## config.mk

```make
export PLATFORM = sky130hd
export DESIGN_NAME = interval_counter_channel
export DESIGN_NICKNAME = d
export VERILOG_FILES = /design/src/rtl/icc_pkg.sv /design/src/rtl/icc_cfg.sv /design/src/rtl/icc_core.sv /design/src/rtl/icc_readout.sv /design/src/rtl/interval_counter_channel.sv
export SDC_FILE = /design/constraint.sdc
export NUM_CORES = 1
export LEC_CHECK = 0
export BUFFER_PORTS_ARGS = -buffer_cell sky130_fd_sc_hd__clkbuf_2
export CORE_ASPECT_RATIO = 0.75
export CORE_UTILIZATION = 40
export CTS_BUF_LIST = sky130_fd_sc_hd__clkbuf_2
export CTS_CLUSTER_DIAMETER = 100
export DETAILED_ROUTE_END_ITERATION = 10
export PLACE_DENSITY = 0.61
export SLEW_MARGIN = 20
export SYNTH_ARGS = -nofsm -noshare
export SYNTH_HDL_FRONTEND = slang
export SYNTH_SLANG_ARGS = --single-unit
```

## constraint.sdc

```tcl
create_clock -name clk -period 4.3 [get_ports clk]
set_input_delay 0.215 -clock clk [delete_from_list [all_inputs] [get_ports clk]]
set_output_delay 0.215 -clock clk [all_outputs]
set_load 0.03 [all_outputs]
```

## src/rtl/icc_pkg.sv

```systemverilog
// Shared widths, field encodings and count arithmetic for the interval counter channel.
package icc_pkg;
    localparam int BYTE_W = 8;
    localparam int CNT_W  = 2 * BYTE_W;
    localparam int DIGITS = CNT_W / 4;

    typedef enum logic [1:0] {
        ACC_LATCH = 2'b00,
        ACC_LOW   = 2'b01,
        ACC_HIGH  = 2'b10,
        ACC_PAIR  = 2'b11
    } acc_e;

    typedef enum logic [1:0] {
        MD_TERM   = 2'd0,
        MD_RATE   = 2'd1,
        MD_SQUARE = 2'd2
    } mode_e;

    typedef struct packed {
        logic [1:0] sel;
        acc_e       acc;
        logic [2:0] mode;
        logic       bcd;
    } ctrl_word_t;

    // True for the mode encodings this channel implements.
    function automatic logic mode_supported(input logic [2:0] m);
        return (m == 3'b000) || (m[1:0] == 2'b10) || (m[1:0] == 2'b11);
    endfunction

    // Map a supported mode field to the internal mode.
    function automatic mode_e mode_map(input logic [2:0] m);
        if (m == 3'b000)       return MD_TERM;
        else if (m[1:0] == 2'b10) return MD_RATE;
        else                   return MD_SQUARE;
    endfunction

    // Decrement by one in binary or in decimal digits; zero wraps to the maximum.
    function automatic logic [CNT_W-1:0] count_dec(input logic [CNT_W-1:0] v, input logic bcd);
        logic [CNT_W-1:0] r;
        logic             borrow;
        if (!bcd) return v - CNT_W'(1);
        r      = v;
        borrow = 1'b1;
        for (int i = 0; i < DIGITS; i++) begin
            if (borrow) begin
                if (v[4*i +: 4] == 4'd0) begin
                    r[4*i +: 4] = 4'd9;
                end else begin
                    r[4*i +: 4] = v[4*i +: 4] - 4'd1;
                    borrow      = 1'b0;
                end
            end
        end
        return r;
    endfunction

    // Half of a load value (rounded down); zero stands for the full range.
    function automatic logic [CNT_W-1:0] count_half(input logic [CNT_W-1:0] v, input logic bcd);
        logic [CNT_W-1:0] r;
        logic             odd_up;
        if (v == '0) return bcd ? (CNT_W'(5) << (CNT_W - 4)) : (CNT_W'(1) << (CNT_W - 1));
        if (!bcd) return v >> 1;
        r = '0;
        for (int i = 0; i < DIGITS; i++) begin
            odd_up      = (i < DIGITS - 1) ? v[(4*i + 4) % CNT_W] : 1'b0;
            r[4*i +: 4] = {1'b0, v[4*i + 1 +: 3]} + (odd_up ? 4'd5 : 4'd0);
        end
        return r;
    endfunction
endpackage

```

## src/rtl/icc_cfg.sv

```systemverilog
// Control-word decode and load-byte sequencing for one channel.
// Assumes at most one write per clock; the control word and a data byte never arrive together.
// cfg_new, latch_req and load_done are combinational so the state they trigger lands on the write edge.
module icc_cfg import icc_pkg::*; #(
    parameter int CHAN_ID = 0
) (
    input  logic              clk,
    input  logic              rst_n,
    input  logic              wr_en,
    input  logic              wr_ctrl,
    input  logic [BYTE_W-1:0] wr_data,
    output acc_e              acc_q,
    output mode_e             mode_q,
    output logic              bcd_q,
    output logic              cfg_new,
    output logic              latch_req,
    output logic              load_done,
    output logic [CNT_W-1:0]  load_val
);
    ctrl_word_t        cw;
    logic              sel_hit;
    logic              data_wr;
    logic              wr_hi_q;
    logic [BYTE_W-1:0] low_hold_q;

    assign cw        = ctrl_word_t'(wr_data);
    assign sel_hit   = wr_en && wr_ctrl && (cw.sel != 2'b11) && (cw.sel == 2'(CHAN_ID));
    assign latch_req = sel_hit && (cw.acc == ACC_LATCH);
    assign cfg_new   = sel_hit && (cw.acc != ACC_LATCH) && mode_supported(cw.mode);
    assign data_wr   = wr_en && !wr_ctrl;
    assign load_done = data_wr && ((acc_q != ACC_PAIR) || wr_hi_q);

    // Assemble the load value from the byte order in force.
    always_comb begin
        case (acc_q)
            ACC_LOW:  load_val = {{BYTE_W{1'b0}}, wr_data};
            ACC_HIGH: load_val = {wr_data, {BYTE_W{1'b0}}};
            default:  load_val = {wr_data, low_hold_q};
        endcase
    end

    // Hold the channel setup and the pending low byte of a two-byte load.
    always_ff @(posedge clk) begin
        if (!rst_n) begin
            acc_q      <= ACC_PAIR;
            mode_q     <= MD_TERM;
            bcd_q      <= 1'b0;
            wr_hi_q    <= 1'b0;
            low_hold_q <= '0;
        end else if (cfg_new) begin
            acc_q   <= cw.acc;
            mode_q  <= mode_map(cw.mode);
            bcd_q   <= cw.bcd;
            wr_hi_q <= 1'b0;
        end else if (data_wr && (acc_q == ACC_PAIR)) begin
            if (!wr_hi_q) low_hold_q <= wr_data;
            wr_hi_q <= !wr_hi_q;
        end
    end
endmodule

```

## src/rtl/icc_core.sv

```systemverilog
// Down-counter, reload and waveform generation for one channel.
// Assumes tick is a single-cycle pulse; a completed load is taken on the next tick.
module icc_core import icc_pkg::*; (
    input  logic             clk,
    input  logic             rst_n,
    input  logic             tick,
    input  logic             gate,
    input  mode_e            mode_i,
    input  logic             bcd_i,
    input  logic             cfg_new,
    input  logic             load_done,
    input  logic [CNT_W-1:0] load_val,
    output logic [CNT_W-1:0] count_q,
    output logic             armed_q,
    output logic             pend_q,
    output logic             out_o
);
    logic [CNT_W-1:0] reload_q;
    logic [CNT_W-1:0] half_q;
    logic [CNT_W-1:0] pend_val_q;
    logic [CNT_W-1:0] nxt_dec;
    logic             tc_q;
    logic             at_one;

    assign nxt_dec = count_dec(count_q, bcd_i);
    assign at_one  = (count_q == CNT_W'(1));

    // Count, reload and track terminal count for the active mode.
    always_ff @(posedge clk) begin
        if (!rst_n) begin
            count_q    <= '0;
            reload_q   <= '0;
            half_q     <= '0;
            pend_val_q <= '0;
            pend_q     <= 1'b0;
            armed_q    <= 1'b0;
            tc_q       <= 1'b0;
        end else if (cfg_new) begin
            armed_q <= 1'b0;
            pend_q  <= 1'b0;
            tc_q    <= 1'b0;
        end else begin
            if (tick) begin
                if (pend_q) begin
                    count_q  <= pend_val_q;
                    reload_q <= pend_val_q;
                    half_q   <= count_half(pend_val_q, bcd_i);
                    armed_q  <= 1'b1;
                    pend_q   <= 1'b0;
                end else if (armed_q && gate) begin
                    if (mode_i == MD_TERM) begin
                        count_q <= nxt_dec;
                        if (nxt_dec == '0) tc_q <= 1'b1;
                    end else begin
                        count_q <= at_one ? reload_q : nxt_dec;
                    end
                end
            end
            if (load_done) begin
                pend_q     <= 1'b1;
                pend_val_q <= load_val;
                tc_q       <= 1'b0;
            end
        end
    end

    // Shape the output from the mode and the counter state.
    always_comb begin
        case (mode_i)
            MD_RATE:   out_o = !armed_q || !gate || !at_one;
            MD_SQUARE: out_o = !armed_q || !gate || (count_q == '0) || (count_q > half_q);
            default:   out_o = tc_q;
        endcase
    end
endmodule

```

## src/rtl/icc_readout.sv

```systemverilog
// Data-port read sequencing and the count latch.
// Assumes the read byte order only changes together with a new control word (cfg_new).
module icc_readout import icc_pkg::*; (
    input  logic              clk,
    input  logic              rst_n,
    input  acc_e              acc_i,
    input  logic              cfg_new,
    input  logic              latch_req,
    input  logic              rd_en,
    input  logic [CNT_W-1:0]  count_i,
    output logic [BYTE_W-1:0] rd_data,
    output logic              latched_q
);
    logic [CNT_W-1:0] latch_val_q;
    logic [CNT_W-1:0] src;
    logic             rd_hi_q;
    logic             last_byte;

    assign src       = latched_q ? latch_val_q : count_i;
    assign last_byte = (acc_i != ACC_PAIR) || rd_hi_q;

    // Present the byte selected by the read order.
    always_comb begin
        case (acc_i)
            ACC_HIGH: rd_data = src[CNT_W-1:BYTE_W];
            ACC_PAIR: rd_data = rd_hi_q ? src[CNT_W-1:BYTE_W] : src[BYTE_W-1:0];
            default:  rd_data = src[BYTE_W-1:0];
        endcase
    end

    // Capture the snapshot and step through the read bytes.
    always_ff @(posedge clk) begin
        if (!rst_n) begin
            latched_q   <= 1'b0;
            latch_val_q <= '0;
            rd_hi_q     <= 1'b0;
        end else if (cfg_new) begin
            latched_q <= 1'b0;
            rd_hi_q   <= 1'b0;
        end else begin
            if (latch_req && !latched_q) begin
                latched_q   <= 1'b1;
                latch_val_q <= count_i;
            end
            if (rd_en) begin
                if (acc_i == ACC_PAIR) rd_hi_q <= !rd_hi_q;
                if (latched_q && last_byte) latched_q <= 1'b0;
            end
        end
    end
endmodule

```

## src/rtl/interval_counter_channel.sv

```systemverilog
// One programmable interval counter channel: control decode, counter and read path.
// Assumes the host serialises port accesses and cnt_tick is already synchronous to clk.
module interval_counter_channel import icc_pkg::*; #(
    parameter int CHAN_ID = 0
) (
    input  logic              clk,
    input  logic              rst_n,
    input  logic              cnt_tick,
    input  logic              gate,
    input  logic              wr_en,
    input  logic              wr_ctrl,
    input  logic [BYTE_W-1:0] wr_data,
    input  logic              rd_en,
    output logic [BYTE_W-1:0] rd_data,
    output logic              out_pin
);
    acc_e             cfg_acc;
    mode_e            cfg_mode;
    logic             cfg_bcd;
    logic             cfg_new;
    logic             latch_req;
    logic             load_done;
    logic [CNT_W-1:0] load_val;
    logic [CNT_W-1:0] core_count;
    logic             core_armed;
    logic             core_pend;
    logic             rd_latched;

    icc_cfg #(.CHAN_ID(CHAN_ID)) u_cfg (
        .clk       (clk),
        .rst_n     (rst_n),
        .wr_en     (wr_en),
        .wr_ctrl   (wr_ctrl),
        .wr_data   (wr_data),
        .acc_q     (cfg_acc),
        .mode_q    (cfg_mode),
        .bcd_q     (cfg_bcd),
        .cfg_new   (cfg_new),
        .latch_req (latch_req),
        .load_done (load_done),
        .load_val  (load_val)
    );

    icc_core u_core (
        .clk       (clk),
        .rst_n     (rst_n),
        .tick      (cnt_tick),
        .gate      (gate),
        .mode_i    (cfg_mode),
        .bcd_i     (cfg_bcd),
        .cfg_new   (cfg_new),
        .load_done (load_done),
        .load_val  (load_val),
        .count_q   (core_count),
        .armed_q   (core_armed),
        .pend_q    (core_pend),
        .out_o     (out_pin)
    );

    icc_readout u_read (
        .clk       (clk),
        .rst_n     (rst_n),
        .acc_i     (cfg_acc),
        .cfg_new   (cfg_new),
        .latch_req (latch_req),
        .rd_en     (rd_en),
        .count_i   (core_count),
        .rd_data   (rd_data),
        .latched_q (rd_latched)
    );
endmodule

```

==> impl_metrics.env <==
export IMPL_status="complete, no violations"
export IMPL_drtIter0Drc=461
export IMPL_criticalPathCategory="reg2out"
export IMPL_die_area_um2=14500
export IMPL_finalSetupViolations=0
export IMPL_yosys_cell_count_top_type="nand2_1"
export IMPL_cts_sinks=99
export IMPL_critical_path_startpoint="u_core.count_q[0]"
export IMPL_ioPinCount=24
export IMPL_syn_nets=780
export IMPL_grt_pass1_wl_um=25700
export IMPL_synthFlopType="dfxtp_1"
export IMPL_core_um2=13700
export IMPL_rsz0062_at_grt="false"
export IMPL_seq_area_frac_synth_pct=35.3
export IMPL_layout_min_cycle_time_ns=3.45
export IMPL_synth_edff_count=0
export IMPL_cts_root_buffer="clkbuf_2"
export IMPL_overflow=0
export IMPL_regArea_um2=1980
export IMPL_placed_cells=885
export IMPL_p_leak_nw=2.27
export IMPL_tightest_slew_ns=1.10
export IMPL_post_cts_buffers=0
export IMPL_fin_total_pwr_w=0.00167
export IMPL_cts_tree="yes"
export IMPL_finClkSkew_ns=0.0235
export IMPL_min_path_type="in2reg"
export IMPL_ys_async_sr_fraction_pct=0
export IMPL_grt_use_total_pct=22.4
export IMPL_grt_pass1_vias=4897
export IMPL_n_antenna_cell=0
export IMPL_port_buffers=23
export IMPL_synth_top_area_share_pct=35.3
export IMPL_drc_errors=0
export IMPL_peakVddDrop_mv=0.133
export IMPL_fmax_mhz=290
export IMPL_cp_top_family="simple AND/OR/NAND/NOR gates"
export IMPL_finalHoldViolCount=0
export IMPL_fp_row_count=37
export IMPL_routed_wirelength_um=16000
export IMPL_critical_path_max_stage_delay_ns=0.71
export IMPL_final_cell_count_no_fill=911
export IMPL_drtPass1Iterations=5
export IMPL_layout_drive_gt1_share_pct=8.70
export IMPL_cp_max_fo=10
export IMPL_critical_path_n_buffers_inverters=2
export IMPL_vias=5220
export IMPL_multi_input_area_um2=3310
export IMPL_drv_slew=0
export IMPL_cts_made_buffers=9
export IMPL_worstSkewPairLatency_ns=0.61
export IMPL_antenna_found_initial=0
export IMPL_ctsResizeCount=0
export IMPL_tns_ns=0
export IMPL_viasPerCell=5.73
export IMPL_synth_cell_type_count=56
export IMPL_min_from="gate"
export IMPL_reg2reg_from="u_core.count_q[4]"
export IMPL_max_cap_violations=0
export IMPL_ant_nets=0
export IMPL_dieWidth_um=139
export IMPL_grt_max_degree=58
export IMPL_syn_to_final_growth_pct=7.26
export IMPL_hpwl_um=11500
export IMPL_critPathArrivalTime_ns=3.23
export IMPL_synth_warning_count=0
export IMPL_path_clk_slew_ns=0.31
export IMPL_avgRoutedWirePerCell_um=17.5
export IMPL_nNetsFinal=779
export IMPL_finalCritPeriodShare_pct=80.1
export IMPL_ys_top_cells_by_area="dfxtp_1 (35%), nand2_1 (9.8%), ha_1 (7.3%), a21oi_1 (5.7%), mux2i_1 (3.7%)"
export IMPL_syn_inst=732
export IMPL_netlist_area_um2=5620
export IMPL_final_util_pct=44.0
export IMPL_place_congestion=0.877
export IMPL_synth_top_area_cell="dfxtp_1"
export IMPL_start_util_pct=41.0
export IMPL_power_per_cell_area_nw_per_um2=278
export IMPL_clock_path_buffers=2
export IMPL_die_h_um=105
export IMPL_cp_slowest_cell="nor3b_1"
export IMPL_synth_seq_cells=99
export IMPL_cp_data_required_time_ns=4.09
export IMPL_relSlewSlack_pct=26.8
export IMPL_synth_common_cells="nand2_1 (146), dfxtp_1 (99), a21oi_1 (64)"
export IMPL_endpoint_kind="output pin"
export IMPL_startpoint_type="register"
export IMPL_nFillCells=1377
export IMPL_syn_area_per_cell_um2=7.68
export IMPL_cts_max_level=3
export IMPL_crit_chain="inv_1, ha_1, nor3b_1, nand2_1, o21ai_0, o31ai_1, a31oi_1, clkbuf_2"
## kinds of logic (layout without fill, tap and decap cells)
| family | count (synthesis) | count (layout) | synth area share [%] |
|---|---|---|---|
| AOI/OAI and AO/OA | 183 | 183 | 20.8 |
| xor gates and xnor gates | 11 | 11 | 1.71 |
| adders and majority gates | 33 | 33 | 7.35 |
| buffers and inverters | 86 | 90 | 6.01 |
| DFF | 99 | 99 | 35.3 |
| muxes | 29 | 29 | 5.34 |
| and+or+nand+nor | 291 | 291 | 23.5 |
## metal layers
| layer | vias up | share of wire (%) | global-route usage [%] | routed length [um] |
|---|---|---|---|---|
| li1 | 2567 | - | - | - |
| met3 | 16 | 6.5 | 4.26 | 1040 |
| met5 | - | 0 | 0 | 0 |
| met2 | 152 | 45 | 35.7 | 7240 |
| met4 | 0 | 1.2 | 5.95 | 195 |
| met1 | 2485 | 47 | 30.9 | 7510 |
## layout make-up
class / instances / area share [%]
flip-flops and latches: 99 / 32.9
multi-input cells: 547 / 54.9
well taps: 175 / 3.63
clock buffers: 9 / 0.747
inverters: 32 / 1.99
repair buffers: 42 / 4.69
clock inverters: 7 / 1.16
## cell usage in the layout (no fill, tap or decap), types with 5 or more instances in the layout
cell type and count:
nor3_1 20, a21oi_1 64, nor4_1 8, mux2_2 8, a31oi_1 17, nand4_1 5, nor2b_1 7, o2111ai_1 6
nor2_1 56, o22ai_1 11, inv_1 31, buf_4 9, mux2i_1 21, nand2_1 146, nand3_1 21, o21ai_0 22
a211o_1 9, xnor2_1 8, a211oi_1 13, ha_1 33, a21boi_0 14, dfxtp_1 99, clkbuf_2 32, dlygate4sd3_1 10
## flip-flops by register name, summed over array words and instances (netlist names)
signal              flops
u_core.count_q         16
u_core.half_q          16
u_core.pend_val_q      16
u_core.reload_q        16
u_read.latch_val_q     16
u_cfg.low_hold_q        8
u_cfg.acc_q             2
u_cfg.mode_q            2
u_cfg.bcd_q             1
u_cfg.wr_hi_q           1
u_core.armed_q          1
u_core.pend_q           1
u_core.tc_q             1
u_read.latched_q        1
u_read.rd_hi_q          1
## through the flow
stage	hold slack [ns]	setup slack [ns]	instance area (um2)
2_1_floorplan	0.351	1.92	5620
3_5_place_dp	0.448	1.47	5810
5_1_grt	0.0330	0.510	6030
6_report	0.0450	0.854	6030
4_1_cts	0.0121	0.789	6030
3_3_place_gp	0.442	1.54	5810
## final timing paths
kind / slack (ns) / cells after the start / end
max: 0.85 / 8 / out_pin
min reg2reg: 0.47 / 2 / u_core.half_q[9]
max reg2reg: 1.39 / 6 / u_core.count_q[5]
min: 0.04 / 5 / u_core.count_q[3]
## power breakdown
part	total (W)	switching [W]	leakage, nW	internal, W
Clock	0.000463	0.000368	0.0682	0.0000944
Combinational	0.000248	0.000148	1.40	0.0000998
Sequential	0.000963	0.0000257	0.800	0.000937
## worst reg2reg max path, delay by kind of cell (launching register included)
family	cells	cell delay [ns]
AND/OR/NAND/NOR	5	2.22
flip-flops	1	0.50
AO/OA/AOI/OAI	1	0.15
## repair_timing
item / CTS / global route
hold endpoints to repair: 26 / 0
hold buffers: 10 / 0
setup endpoints to repair: 0 / 0
Power figures use the tool's default switching activity.
